## src/rtl/mct_pkg.sv

```systemverilog
package mct_pkg;
    localparam int BYTE_W  = 8;
    localparam int PRESC_W = 5;
    localparam int MC_DIV  = 12;
    localparam int ADDR_W  = 3;
    localparam int N_UNITS = 2;

    typedef enum logic [1:0] {
        MD_13B   = 2'b00,
        MD_16B   = 2'b01,
        MD_AR8   = 2'b10,
        MD_SPLIT = 2'b11
    } mode_e;

    typedef struct packed {
        logic  gate_en;
        logic  ext_src;
        mode_e mode;
    } ucfg_t;

    localparam int CFG_W = $bits(ucfg_t);

    localparam logic [ADDR_W-1:0] A_MODE = 3'd0;
    localparam logic [ADDR_W-1:0] A_CTRL = 3'd1;
    localparam logic [ADDR_W-1:0] A_LO0  = 3'd2;

    function automatic logic [ADDR_W-1:0] lo_addr(input int unit);
        return A_LO0 + ADDR_W'(2 * unit);
    endfunction

    function automatic logic [ADDR_W-1:0] hi_addr(input int unit);
        return A_LO0 + ADDR_W'(2 * unit + 1);
    endfunction
endpackage

```

## src/rtl/mct_phase.sv

```systemverilog
module mct_phase #(
    parameter int DIV = 12
) (
    input  logic clk,
    input  logic rst,
    output logic tick
);
    localparam int CW = $clog2(DIV);
    logic [CW-1:0] ph_q;

    assign tick = (ph_q == CW'(DIV - 1));

    always_ff @(posedge clk) begin
        if (rst || tick) ph_q <= '0;
        else             ph_q <= ph_q + 1'b1;
    end
endmodule

```

## src/rtl/mct_edge.sv

```systemverilog
module mct_edge #(
    parameter int SYNC = 2
) (
    input  logic clk,
    input  logic rst,
    input  logic tick,
    input  logic pin,
    output logic fall
);
    logic [SYNC-1:0] sync_q;
    logic            smp_new, smp_old;

    always_ff @(posedge clk) begin
        if (rst) begin
            sync_q  <= '0;
            smp_new <= 1'b0;
            smp_old <= 1'b0;
        end else begin
            sync_q <= {sync_q[SYNC-2:0], pin};
            if (tick) begin
                smp_new <= sync_q[SYNC-1];
                smp_old <= smp_new;
            end
        end
    end

    // high in one machine-cycle sample, low in the next
    assign fall = smp_old & ~smp_new;
endmodule

```

## src/rtl/mct_unit.sv

```systemverilog
module mct_unit
    import mct_pkg::*;
#(
    parameter bit SPLIT_OWNER = 1'b0,
    parameter int BW          = BYTE_W,
    parameter int PW          = PRESC_W
) (
    input  logic          clk,
    input  logic          rst,
    input  mode_e         mode,
    input  logic          step,
    input  logic          step_hi,
    input  logic          wr_lo,
    input  logic          wr_hi,
    input  logic [BW-1:0] wdata,
    output logic [BW-1:0] lo,
    output logic [BW-1:0] hi,
    output logic          ovf_main,
    output logic          ovf_aux
);
    localparam logic [BW-1:0] ONES = '1;

    logic [BW-1:0]   lo_n, hi_n, sp_lo, sp_hi;
    logic            sp_ova, sp_ovb;
    logic [PW:0]     presc;
    logic [2*BW:0]   wide;

    generate
        if (SPLIT_OWNER) begin : g_split
            assign sp_lo  = step    ? lo + 1'b1 : lo;
            assign sp_hi  = step_hi ? hi + 1'b1 : hi;
            assign sp_ova = step    & (lo == ONES);
            assign sp_ovb = step_hi & (hi == ONES);
        end else begin : g_hold
            assign sp_lo  = lo;
            assign sp_hi  = hi;
            assign sp_ova = 1'b0;
            assign sp_ovb = 1'b0;
        end
    endgenerate

    always_comb begin
        presc    = {1'b0, lo[PW-1:0]} + 1'b1;
        wide     = {1'b0, hi, lo} + 1'b1;
        lo_n     = lo;
        hi_n     = hi;
        ovf_main = 1'b0;
        ovf_aux  = 1'b0;
        if (!(wr_lo || wr_hi)) begin
            case (mode)
                MD_13B: if (step) begin
                    lo_n[PW-1:0] = presc[PW-1:0];
                    if (presc[PW]) begin
                        hi_n     = hi + 1'b1;
                        ovf_main = (hi == ONES);
                    end
                end
                MD_16B: if (step) begin
                    {hi_n, lo_n} = wide[2*BW-1:0];
                    ovf_main     = wide[2*BW];
                end
                MD_AR8: if (step) begin
                    if (lo == ONES) begin
                        lo_n     = hi;
                        ovf_main = 1'b1;
                    end else begin
                        lo_n = lo + 1'b1;
                    end
                end
                default: begin
                    lo_n     = sp_lo;
                    hi_n     = sp_hi;
                    ovf_main = sp_ova;
                    ovf_aux  = sp_ovb;
                end
            endcase
        end
    end

    always_ff @(posedge clk) begin
        if (rst) begin
            lo <= '0;
            hi <= '0;
        end else begin
            lo <= wr_lo ? wdata : lo_n;
            hi <= wr_hi ? wdata : hi_n;
        end
    end
endmodule

```

## src/rtl/mc_timer_pair.sv

```systemverilog
module mc_timer_pair
    import mct_pkg::*;
#(
    parameter int DIV  = MC_DIV,
    parameter int SYNC = 2
) (
    input  logic              clk,
    input  logic              rst,
    input  logic [ADDR_W-1:0] bus_addr,
    input  logic              bus_wr,
    input  logic [BYTE_W-1:0] bus_wdata,
    output logic [BYTE_W-1:0] bus_rdata,
    input  logic [1:0]        ev_pin,
    input  logic [1:0]        gate_pin
);
    localparam int BW = BYTE_W;

    logic [BW-1:0]      mode_q;
    logic [N_UNITS-1:0] run_q, flag_q, flag_set;
    logic [N_UNITS-1:0] fall, step, ovf_main, ovf_aux, wr_lo, wr_hi;
    logic [BW-1:0]      lo_q [N_UNITS];
    logic [BW-1:0]      hi_q [N_UNITS];
    ucfg_t              cfg  [N_UNITS];
    logic               mc_tick, split0;

    mct_phase #(.DIV(DIV)) u_phase (.clk(clk), .rst(rst), .tick(mc_tick));

    generate
        for (genvar u = 0; u < N_UNITS; u++) begin : g_unit
            assign cfg[u]   = ucfg_t'(mode_q[CFG_W*u +: CFG_W]);
            assign wr_lo[u] = bus_wr && (bus_addr == lo_addr(u));
            assign wr_hi[u] = bus_wr && (bus_addr == hi_addr(u));
            assign step[u]  = mc_tick && run_q[u]
                              && (!cfg[u].gate_en || gate_pin[u])
                              && (!cfg[u].ext_src || fall[u]);

            mct_edge #(.SYNC(SYNC)) u_edge (
                .clk(clk), .rst(rst), .tick(mc_tick),
                .pin(ev_pin[u]), .fall(fall[u])
            );

            mct_unit #(.SPLIT_OWNER(u == 0)) u_cnt (
                .clk(clk), .rst(rst), .mode(cfg[u].mode),
                .step(step[u]), .step_hi(mc_tick && run_q[1]),
                .wr_lo(wr_lo[u]), .wr_hi(wr_hi[u]), .wdata(bus_wdata),
                .lo(lo_q[u]), .hi(hi_q[u]),
                .ovf_main(ovf_main[u]), .ovf_aux(ovf_aux[u])
            );
        end
    endgenerate

    // split unit 0 takes flag 1 away from unit 1
    assign split0   = (cfg[0].mode == MD_SPLIT);
    assign flag_set = {split0 ? ovf_aux[0] : ovf_main[1], ovf_main[0]};

    always_ff @(posedge clk) begin
        if (rst) begin
            mode_q <= '0;
            run_q  <= '0;
            flag_q <= '0;
        end else begin
            if (bus_wr && bus_addr == A_MODE) mode_q <= bus_wdata;
            if (bus_wr && bus_addr == A_CTRL) begin
                run_q  <= bus_wdata[1:0];
                flag_q <= bus_wdata[3:2] | flag_set;
            end else begin
                flag_q <= flag_q | flag_set;
            end
        end
    end

    always_comb begin
        bus_rdata = '0;
        if (bus_addr == A_MODE)      bus_rdata = mode_q;
        else if (bus_addr == A_CTRL) bus_rdata = {{(BW-4){1'b0}}, flag_q, run_q};
        for (int u = 0; u < N_UNITS; u++) begin
            if (bus_addr == lo_addr(u)) bus_rdata = lo_q[u];
            if (bus_addr == hi_addr(u)) bus_rdata = hi_q[u];
        end
    end
endmodule

```

## config.mk

```make
export PLATFORM = sky130hd
export DESIGN_NAME = mc_timer_pair
export DESIGN_NICKNAME = d
export VERILOG_FILES = /design/src/rtl/mct_pkg.sv /design/src/rtl/mct_phase.sv /design/src/rtl/mct_edge.sv /design/src/rtl/mct_unit.sv /design/src/rtl/mc_timer_pair.sv
export SDC_FILE = /design/constraint.sdc
export NUM_CORES = 1
export LEC_CHECK = 0
export BUFFER_PORTS_ARGS = -buffer_cell sky130_fd_sc_hd__buf_4
export CAP_MARGIN = 10
export CORE_MARGIN = 10
export CORE_UTILIZATION = 50
export CTS_CLUSTER_SIZE = 20
export DETAILED_ROUTE_END_ITERATION = 16
export GPL_ROUTABILITY_DRIVEN = 1
export PLACE_DENSITY = 0.73
export SYNTH_ARGS = -nofsm -noshare
export SYNTH_HDL_FRONTEND = slang
export SYNTH_HIERARCHICAL = 1
export SYNTH_SLANG_ARGS = --single-unit
```

## constraint.sdc

```tcl
create_clock -name clk -period 6.2 [get_ports clk]
set_clock_uncertainty 0.15 [all_clocks]
set_input_delay 0.31 -clock clk [delete_from_list [all_inputs] [get_ports clk]]
set_output_delay 0.31 -clock clk [all_outputs]
set_load 0.02 [all_outputs]
```

==> summary.md <==
| Metric | Value |
|---|---|
| Nets | `557` |
| Largest net degree at the start of global routing | `between 50 and 60` |
| Worst path cell trace | `ha_1 -> and3b_2 -> nand2_1 -> a221oi_1 -> o21ai_0 -> a211o_1 -> or4b_1 -> o21a_1 -> o31a_1` |
| Least setup slack across all paths after layout | `2.92 ns` |
| Result of the run | `finished clean` |
| Post-cts sizing count | `0` |
| Number of nets in the synthesized netlist | `approximately 550` |
| Classification of the worst-slack hold path | `in2reg` |
| Post-Layout Cell Count | `between 600 and 700` |
| Post-layout min period | `3.28 ns` |
| Worst slack at placement | `between 2 and 3 ns` |
| Total clock buffers created by CTS | `5` |
| Synth Warn # | `6` |
| Final estimated routing congestion in global placement | `slightly above 0.9` |
| Net switching fraction of the power | `30.8%` |
| Overall fraction of global-route tracks in use | `19.5%` |
| Buffers on Ports | `25` |
| Number of DRC markers after the initial detailed-route iteration | `approximately 440` |
| GRT Residual Overflow | `0` |
| Number of pins with negative max-slew slack in the final report | `0` |
| Static leakage power | `1.60 nW` |
| Pwr dens | `163 nW/um^2` |
| Vias after detailed routing | `4198` |
| Initial core utilization | `51.1%` |
| Worst hold-check slack | `0.0438 ns` |
| # setup viols final | `0` |
| Via density per instance | `6.64` |
| Gate power share | `14.2%` |
| Num Clock Sinks | `56` |
| Post-placement cell count | `624` |
| Worst-path fanout max | `8` |
| Hold buffer count at CTS | `0` |
| Number of global-route vias before repair | `roughly 3800` |
| Number of antenna violations at the first check in global routing | `0` |
| Global-route wire length before repair | `20.5 mm` |
| Clock latency of the later-clocked register in the worst-skew pair | `0.32 ns` |
| Kind of end point of the critical path | `register` |
| Hpwl dp | `between 9 and 10 mm` |
| H-tree levels | `2` |
| Required time at the worst-slack endpoint | `6.28 ns` |
| Core Box Area | `8180 sq um` |
| Portion of the clock cycle consumed by the worst path in the final layout | `~53%` |
| Antenna-violating nets left | `0` |
| DR pass1 iterations | `5` |
| Data arrival time of the worst path | `~3.4 ns` |
| CTS tree | `yes` |
| Vert. Die Dim | `111 um` |
| Routed WL per cell | `19.8 um` |
| Setup repair after global routing missed its margin | `false` |
| Number of buffers between clock root and the deepest sink | `2` |
| Combined area of all synthesized cells | `between 4000 and 5000 sq um` |
| Proportion of power drawn by flip-flops and latches | `54.3%` |
| Max-slew headroom at the worst pin | `36.7%` |
| Diodes inserted | `0` |
| Clock transition at the register clock pins on the worst setup and hold paths after CTS | `0.12 ns` |
| Post-CTS Setup Inserts | `0` |
| Layout Area Growth over Synthesis | `5.93%` |
| Power dissipated by switching net loads | `0.222 mW` |
| Number of remaining DRC errors | `0` |
| Sum of routed wire length over all layers | `12.5 mm` |
| Number of maximum-capacitance violations | `0` |
| Relative contribution of the clock network to total power | `31.4%` |
| Slew at the pin closest to its max-slew limit | `approximately 0.95 ns` |
| Kind of critical path | `reg2reg` |
| FP Rows | `33` |
| Internal power summed over all cells | `0.499 mW` |
| Gate Count Post-Synth | `523` |
| Highest achievable clock rate | `305 MHz` |
| Number of failing hold endpoints at the final stage | `0` |
| I/O Pins | `26` |
| Clock root buffer | `sky130_fd_sc_hd__clkbuf_8` |
| Accumulated negative setup slack | `0 ns` |
| Syn Area/Cell | `7.99 sq um` |
| Worst setup SP type | `register` |
| Worst ir drop on vdd | `140 uV` |
| Die outline area | `about 12000 sq um` |
| CP max stage delay | `roughly 0.63 ns` |
| X dimension of the die | `111 um` |
| Share of post-route cells with drive strength above 1 | `10.8%` |
| CP max-delay cell | `sky130_fd_sc_hd__or4b_1` |
==> layout make-up <==
cell class	instances	area, sq um
clock buffers	5	68.8
fillers	792	3750
multi-input cells	406	2770
inverters	31	116
clock inverters	3	28.8
well taps	105	131
flip-flops and latches	56	1120
repair buffers	26	195
==> critical path, delay by kind of cell, from the launching register on <==
family,cells,cell delay [ns]
AOI/OAI and AO/OA,5,1.42
and+or+nand+nor,3,1.03
DFF,1,0.39
adders and majority gates,1,0.20
==> per-stage QoR <==
stage | power [mW] | cell area, sq um | util [%]
floorplan | 0.463 | 4180 | -
global placement | 0.498 | 4330 | 53.0
detailed placement | 0.501 | 4330 | 53.0
CTS | 0.729 | 4430 | 54.2
global route | 0.756 | 4430 | 54.2
finish | 0.721 | 4430 | 54.2
==> worst paths after layout <==
check / start / to / slack [ns] / cells after the start
max: u_phase/ph_q[0] / g_unit[0].u_cnt/hi[5] / 2.92 / 9
min: ev_pin[0] / g_unit[0].u_edge/sync_q[0] / 0.04 / 2
max reg2reg: u_phase/ph_q[0] / g_unit[0].u_cnt/hi[5] / 2.92 / 9
min reg2reg: g_unit[0].u_edge/sync_q[0] / g_unit[0].u_edge/sync_q[1] / 0.31 / 1
==> power by group through the flow <==
| stage | clock network (mW) | logic [mW] | registers (mW) |
|---|---|---|---|
| floorplan | 0 | 0.0715 | 0.391 |
| global placement | 0 | 0.0986 | 0.399 |
| detailed placement | 0 | 0.101 | 0.399 |
| CTS | 0.236 | 0.102 | 0.391 |
| global route | 0.248 | 0.114 | 0.394 |
| finish | 0.227 | 0.103 | 0.392 |
==> cell usage in the layout, fill, tap and decap left out, drive strengths merged, types with 7 or more instances in the layout <==
cell,count
nor2b,11
nor3,16
a311oi,7
inv,33
o21a,11
xnor2,8
nand2,47
nor2,37
dfxtp,56
a31oi,13
and3,11
o22ai,10
buf,26
nand2b,7
mux2i,18
nand4,9
o21ai,22
a21oi,35
ha,13
nor4,7
nand3,16
==> flip-flops by register name, indices dropped and copies added, names as in the netlist <==
register,flops
flag_q,2
g_unit.u_cnt/hi,16
g_unit.u_cnt/lo,16
g_unit.u_edge/smp_new,2
g_unit.u_edge/smp_old,2
g_unit.u_edge/sync_q,4
mode_q,8
run_q,2
u_phase/ph_q,4
==> per-layer routing <==
layer  up-vias  share of wire, %  global-route usage [%]
met5         -                 0                       0
met4         0               2.3                    5.31
met3        26               7.9                    2.79
met2       190                45                    30.7
met1      2009                45                    27.0
li1       1973                 -                       -
No activity file was read; power rests on OpenSTA's default activity.
